===== src/rtl/mwr_pkg.sv =====
package mwr_pkg;
  // three 64-bit registers per window, order is decoded by the register file
  localparam int REGS_PER_WIN = 3;
  localparam int WORD_BYTES   = 8;

  typedef enum logic [1:0] {
    FLD_START  = 2'd0,
    FLD_SIZE   = 2'd1,
    FLD_TARGET = 2'd2
  } win_field_e;

  function automatic logic [31:0] page_keep(input int page_bits);
    return ~((32'h1 << page_bits) - 32'h1);
  endfunction
endpackage


===== src/rtl/mwr_regfile.sv =====
module mwr_regfile
  import mwr_pkg::*;
#(
  parameter int NUM_WIN = 4,
  parameter int ADDR_W  = 12,
  parameter logic [ADDR_W-1:0] REG_BASE = 12'h300,
  parameter int ROUTE_W = 2
) (
  input  logic                             clk,
  input  logic                             rst,
  input  logic                             wr,
  input  logic                             wide,
  input  logic [ADDR_W-1:0]                addr,
  input  logic [63:0]                      wdata,
  input  logic                             rd,
  output logic [63:0]                      rdata,
  output logic [NUM_WIN-1:0][31:0]         start_lo,
  output logic [NUM_WIN-1:0][31:0]         mask_lo,
  output logic [NUM_WIN-1:0][ROUTE_W-1:0]  route_lo
);
  localparam int NREGS = NUM_WIN * REGS_PER_WIN;
  localparam int IDX_W = $clog2(NREGS);
  localparam logic [ADDR_W-1:0] SPAN = ADDR_W'(NREGS * WORD_BYTES);

  logic [63:0]       regs [NREGS];
  logic [ADDR_W-1:0] rel;
  logic [IDX_W-1:0]  idx;
  logic              in_blk;

  assign rel    = addr - REG_BASE;
  assign in_blk = (addr >= REG_BASE) && (rel < SPAN);
  assign idx    = rel[IDX_W+2:3];

  always_ff @(posedge clk) begin
    if (rst) begin
      for (int i = 0; i < NREGS; i++) regs[i] <= '0;
    end else if (wr && in_blk) begin
      if (wide)        regs[idx]        <= wdata;
      else if (rel[2]) regs[idx][63:32] <= wdata[31:0];
      else             regs[idx][31:0]  <= wdata[31:0];
    end
  end

  always_ff @(posedge clk) begin
    if (rst)                rdata <= '0;
    else if (rd && in_blk)  rdata <= regs[idx];
    else                    rdata <= '0;
  end

  for (genvar w = 0; w < NUM_WIN; w++) begin : g_fields
    assign start_lo[w] = regs[w*REGS_PER_WIN + int'(FLD_START)][31:0];
    assign mask_lo[w]  = regs[w*REGS_PER_WIN + int'(FLD_SIZE)][31:0];
    assign route_lo[w] = regs[w*REGS_PER_WIN + int'(FLD_TARGET)][ROUTE_W-1:0];
  end
endmodule


===== src/rtl/mwr_window.sv =====
module mwr_window
  import mwr_pkg::*;
#(
  parameter int PAGE_BITS = 12,
  parameter int ROUTE_W   = 2
) (
  input  logic [31:0]        start_lo,
  input  logic [31:0]        mask_lo,
  input  logic [ROUTE_W-1:0] route,
  input  logic [63:0]        addr,
  output logic               hit,
  output logic [ROUTE_W-1:0] tgt,
  output logic [63:0]        offset
);
  localparam logic [31:0] KEEP = page_keep(PAGE_BITS);

  logic [63:0] eff_start;
  logic [31:0] size;
  logic        active;

  assign eff_start = {32'hFFFF_FFFF, start_lo & KEEP};
  assign size      = (~mask_lo + 32'h1) & KEEP;
  assign active    = start_lo[0] && (size != 32'h0);
  assign offset    = addr - eff_start;
  assign hit       = active && (addr >= eff_start) && (offset < {32'h0, size});
  assign tgt       = route;
endmodule


===== src/rtl/mwr_pick.sv =====
module mwr_pick #(
  parameter int NUM_WIN = 4,
  parameter int ROUTE_W = 2
) (
  input  logic [NUM_WIN-1:0]               hit,
  input  logic [NUM_WIN-1:0][ROUTE_W-1:0]  tgt,
  input  logic [NUM_WIN-1:0][63:0]         offset,
  output logic                             any,
  output logic [ROUTE_W-1:0]               tgt_o,
  output logic [63:0]                      offset_o
);
  always_comb begin
    tgt_o    = '0;
    offset_o = '0;
    for (int i = NUM_WIN - 1; i >= 0; i--) begin
      if (hit[i]) begin
        tgt_o    = tgt[i];
        offset_o = offset[i];
      end
    end
  end
  assign any = |hit;
endmodule


===== src/rtl/mmio_window_router.sv =====
module mmio_window_router #(
  parameter int NUM_WIN     = 4,
  parameter int NUM_TARGETS = 4,
  parameter int ADDR_W      = 12,
  parameter logic [ADDR_W-1:0] REG_BASE = 12'h300,
  parameter int PAGE_BITS   = 12,
  localparam int TGT_W      = (NUM_TARGETS > 1) ? $clog2(NUM_TARGETS) : 1
) (
  input  logic              clk,
  input  logic              rst,
  input  logic              reg_wr,
  input  logic              reg_wide,
  input  logic [ADDR_W-1:0] reg_addr,
  input  logic [63:0]       reg_wdata,
  input  logic              reg_rd,
  output logic [63:0]       reg_rdata,
  input  logic              dec_valid,
  input  logic [63:0]       dec_addr,
  output logic              rsp_valid,
  output logic              rsp_hit,
  output logic              rsp_err,
  output logic [TGT_W-1:0]  rsp_target,
  output logic [63:0]       rsp_offset
);
  logic [NUM_WIN-1:0][31:0]       start_lo;
  logic [NUM_WIN-1:0][31:0]       mask_lo;
  logic [NUM_WIN-1:0][TGT_W-1:0]  route_lo;
  logic [NUM_WIN-1:0]             win_hit;
  logic [NUM_WIN-1:0][TGT_W-1:0]  win_tgt;
  logic [NUM_WIN-1:0][63:0]       win_off;
  logic                           any_hit;
  logic [TGT_W-1:0]               sel_tgt;
  logic [63:0]                    sel_off;

  mwr_regfile #(
    .NUM_WIN(NUM_WIN), .ADDR_W(ADDR_W), .REG_BASE(REG_BASE), .ROUTE_W(TGT_W)
  ) u_regs (
    .clk(clk), .rst(rst), .wr(reg_wr), .wide(reg_wide), .addr(reg_addr),
    .wdata(reg_wdata), .rd(reg_rd), .rdata(reg_rdata),
    .start_lo(start_lo), .mask_lo(mask_lo), .route_lo(route_lo)
  );

  for (genvar w = 0; w < NUM_WIN; w++) begin : g_win
    mwr_window #(.PAGE_BITS(PAGE_BITS), .ROUTE_W(TGT_W)) u_win (
      .start_lo(start_lo[w]), .mask_lo(mask_lo[w]), .route(route_lo[w]),
      .addr(dec_addr), .hit(win_hit[w]), .tgt(win_tgt[w]), .offset(win_off[w])
    );
  end

  mwr_pick #(.NUM_WIN(NUM_WIN), .ROUTE_W(TGT_W)) u_pick (
    .hit(win_hit), .tgt(win_tgt), .offset(win_off),
    .any(any_hit), .tgt_o(sel_tgt), .offset_o(sel_off)
  );

  always_ff @(posedge clk) begin
    if (rst) begin
      rsp_valid  <= 1'b0;
      rsp_hit    <= 1'b0;
      rsp_err    <= 1'b0;
      rsp_target <= '0;
      rsp_offset <= '0;
    end else begin
      rsp_valid  <= dec_valid;
      rsp_hit    <= dec_valid && any_hit;
      rsp_err    <= dec_valid && !any_hit;
      rsp_target <= (dec_valid && any_hit) ? sel_tgt : '0;
      rsp_offset <= (dec_valid && any_hit) ? sel_off : '0;
    end
  end
endmodule


===== config.mk =====
export PLATFORM = sky130hd
export DESIGN_NAME = mmio_window_router
export DESIGN_NICKNAME = d
export VERILOG_FILES = /design/src/rtl/mwr_pkg.sv /design/src/rtl/mwr_regfile.sv /design/src/rtl/mwr_window.sv /design/src/rtl/mwr_pick.sv /design/src/rtl/mmio_window_router.sv
export SDC_FILE = /design/constraint.sdc
export NUM_CORES = 2
export LEC_CHECK = 0
export BUFFER_PORTS_ARGS = -buffer_cell sky130_fd_sc_hd__buf_2
export CORE_MARGIN = 2
export CORE_UTILIZATION = 25
export CTS_BUF_LIST = sky130_fd_sc_hd__clkbuf_8
export DETAILED_ROUTE_END_ITERATION = 12
export PLACE_DENSITY = 0.48
export SETUP_SLACK_MARGIN = 0.1
export SYNTH_ARGS = -nofsm -noshare
export SYNTH_HDL_FRONTEND = slang
export SYNTH_HIERARCHICAL = 1
export SYNTH_SLANG_ARGS = --single-unit

===== constraint.sdc =====
create_clock -name clk -period 7.2 [get_ports clk]
set_input_delay 0.36 -clock clk [delete_from_list [all_inputs] [get_ports clk]]
set_output_delay 0.36 -clock clk [all_outputs]
set_load 0.05 [all_outputs]

==> results_dict.tcl <==
set metrics [dict create \
    run_status "complete, no violations" \
    tritoncts_num_sinks 1157 \
    multi_input_logic_area_sq_um 26000 \
    later_pin_clock_latency_in_the_skew_report_ns 0.95 \
    cellPowerDensity_nw_per_um2 220 \
    synth.avg_cell_area_sq_um 12.1 \
    worstSetupPathType "register to register" \
    setup.worst_path.end_class "register" \
    cp_max_fo 21 \
    timing.critical_path.arrival_ns 7.37 \
    die-height_um 505 \
    cts-root-to-sink-buffers 3 \
    worst_ir_drop_vdd_v 0.000164 \
    layout_min_cycle_time_ns 6.50 \
    antenna_found_initial 33 \
    synthesis.area_sq_um 62800 \
    setup_viol_count_final 0 \
    ios 279 \
    p_leak_nw 27.1 \
    drc 0 \
    place_congestion 0.904 \
    share_of_the_clock_period_used_by_the_worst_path_pct 90.2 \
    crit_path_cell_trace "nor4_2 > nand4b_2 > or4_1 > or3_1 > or3_4 > or3_1 > nor2_1 > xor2_1 > ha_1 > a21oi_1 > nor2b_1 > o21ai_0 > o2111a_1 > nand4bb_1 > nor4bb_1 > buf_4 > nor2b_4 > buf_4 > a22oi_1 > a21oi_1 > and4b_1" \
    post_route_cells_drive_above_1_share_pct 17.6 \
    grt_pass1_vias 41900 \
    timing_hold_violations_final 0 \
    route.detailed.wl_per_inst_um 24.3 \
    cts_root_buffer_type "sky130_fd_sc_hd__clkbuf_8" \
    slew_headroom_pct 22.3 \
    place.detailed.hpwl_um 145000 \
    cts_tree "built" \
    design.die.area_sq_um 255000 \
    pin_count_of_the_biggest_net_entering_global_routing 104 \
    floorplan.initialDensity_pct 25.2 \
    drt_pass1_iterations 6 \
    postRouteWirelength_um 218000 \
    area_growth_pct 12.7 \
    clock-skew-final_ns 0.0901 \
    global_route.overflow_total 0 \
    setup_total_negative_slack_ns 0 \
    nNetsFinal 5755 \
    globalRouteTotalUtil_pct 16.6 \
    netlist_instances 5173 \
    report.final.slew_viol_count 0 \
    hold_path.class "input pin to register" \
    seqCellArea_sq_um 33400 \
    critical-path-slowest-cell "sky130_fd_sc_hd__or4_1" \
    critical_path.startpoint_type "register" \
    core.rowCount 183 \
    fp.coreArea_sq_um 249000 \
    vias 42300 \
    max_stage_delay_ns 0.57 \
    clkTransAtPathRegs_ns 0.06 \
    fmaxAchievable_ghz 0.154 \
    worst-endpoint-required_ns 8.08 \
    layout.cell_area.non_filler_sq_um 70700 \
    horizontal_die_dimension_um 505 \
    timing_worst_slew_pin_value_ns 1.14 \
    port_buffers 276 \
    detail_route.vias_per_cell 4.72 \
    synth_warn 6 \
    grt_pass1_wl_um 308000 \
    initialDrtViolationCount 4247 \
    number_of_buffers_created_by_cts 199 \
    rsz_0062_raised_after_global_routing "no" \
    dpl_cell_area_sq_um 66200 \
    cap_violations 0 \
    antenna_left 0 \
    layout.filler_cells 26000 \
    h-tree-depth 4 \
]
-- registers in the layout, summed over array words and instances, names as in the netlist --
name / flops
rsp_hit: 1
rsp_target: 2
u_regs/regs: 1024
u_regs/rdata: 64
rsp_valid: 1
rsp_err: 1
rsp_offset: 64
-- report_power, final --
part | switching (mW) | leakage [nW] | internal, mW | total [mW]
clock | 2.94 | 2.25 | 2.84 | 5.78
sequential | 0.162 | 10.9 | 7.65 | 7.81
combinational | 1.25 | 14.0 | 0.693 | 1.95
total | 4.35 | 27.1 | 11.2 | 15.5
-- cell type report --
class / instances / share of cell area (%)
Clock inverter: 154 / 1.22
Antenna cell: 9 / 0.0318
Sequential cell: 1157 / 47.2
Inverter: 151 / 0.801
Multi-Input combinational cell: 3510 / 36.7
Clock buffer: 215 / 4.18
Tap cell: 3330 / 5.89
Timing Repair Buffer: 430 / 3.95
-- cell usage in the layout (no fill, tap or decap), types with 17 or more instances in the layout --
cell                            count
sky130_fd_sc_hd__inv_1            231
sky130_fd_sc_hd__o21a_1            19
sky130_fd_sc_hd__clkbuf_8         215
sky130_fd_sc_hd__or2_2             18
sky130_fd_sc_hd__nand2_1          230
sky130_fd_sc_hd__nand3_1           66
sky130_fd_sc_hd__nor2_1           496
sky130_fd_sc_hd__conb_1           256
sky130_fd_sc_hd__mux2_2            64
sky130_fd_sc_hd__dfxtp_1          133
sky130_fd_sc_hd__a21oi_1          160
sky130_fd_sc_hd__and2_1           397
sky130_fd_sc_hd__and3_1            26
sky130_fd_sc_hd__o21ai_0           66
sky130_fd_sc_hd__nor4_1            32
sky130_fd_sc_hd__ha_1             156
sky130_fd_sc_hd__clkinv_1          36
sky130_fd_sc_hd__mux2i_2           31
sky130_fd_sc_hd__nand2b_1          17
sky130_fd_sc_hd__xnor2_1          120
sky130_fd_sc_hd__o2bb2ai_1         64
sky130_fd_sc_hd__o22ai_1           68
sky130_fd_sc_hd__buf_2            273
sky130_fd_sc_hd__mux4_2           128
sky130_fd_sc_hd__and4b_1           70
sky130_fd_sc_hd__xor2_1           135
sky130_fd_sc_hd__a22oi_1          192
sky130_fd_sc_hd__nor2b_1           21
sky130_fd_sc_hd__dlygate4sd3_1     70
sky130_fd_sc_hd__a21o_1            31
sky130_fd_sc_hd__mux2i_1          257
sky130_fd_sc_hd__clkinv_2          20
sky130_fd_sc_hd__nand4_1           51
sky130_fd_sc_hd__edfxtp_1        1024
sky130_fd_sc_hd__nor2_2            20
sky130_fd_sc_hd__a31oi_1           23
sky130_fd_sc_hd__nor3_1            39
sky130_fd_sc_hd__buf_4             80
-- timing repair --
action	in CTS	in global routing
hold endpoints to repair	781	0
setup buffers	0	0
hold buffers	70	0
gates resized for setup	0	0
setup endpoints to repair	0	0
-- metrics by stage --
step                setup WS, ns  power [mW]  hold WS (ns)  instances  util [%]
finish                     0.704        15.5        0.0668       8956      28.4
global route               0.264        16.2        0.0485       8948      28.4
CTS                        0.753        15.7       0.00940       8947      28.4
detailed placement         0.725        9.85         0.735       8508      26.6
global placement           0.752        9.82         0.738       8508      26.6
floorplan                   1.88        9.22         0.459       5428         -
-- worst max-delay path: cells and delay by family (launching register included) --
family / cells / cell delay, ns
AOI/OAI and AO/OA: 5 / 0.87
xor gates and xnor gates: 1 / 0.17
and+or+nand+nor: 12 / 4.23
DFF: 1 / 0.40
adders and majority gates: 1 / 0.27
buffers and inverters: 2 / 0.53
-- worst paths after layout --
path	start	endpoint	slack (ns)	cells past startpoint
setup reg to reg	u_regs/regs[10][10]	rsp_target[1]	0.70	21
hold / removal	reg_wdata[61]	u_regs/regs[6][61]	0.07	3
setup / recovery	u_regs/regs[10][10]	rsp_target[1]	0.70	21
hold reg to reg	u_regs/regs[9][56]	u_regs/rdata[56]	0.74	4
-- routing by layer --
layer / up-vias / part of all wire [%] / wire length, um / GRT usage, %
li1: 19100 / - / - / -
met4: 16 / 1.5 / 3270 / 3.11
met5: - / 0.042 / 91 / 0
met3: 236 / 6.0 / 13000 / 2.58
met2: 1424 / 47 / 103000 / 27.4
met1: 21500 / 45 / 98100 / 22.9
(Power assumes the default switching activity.)
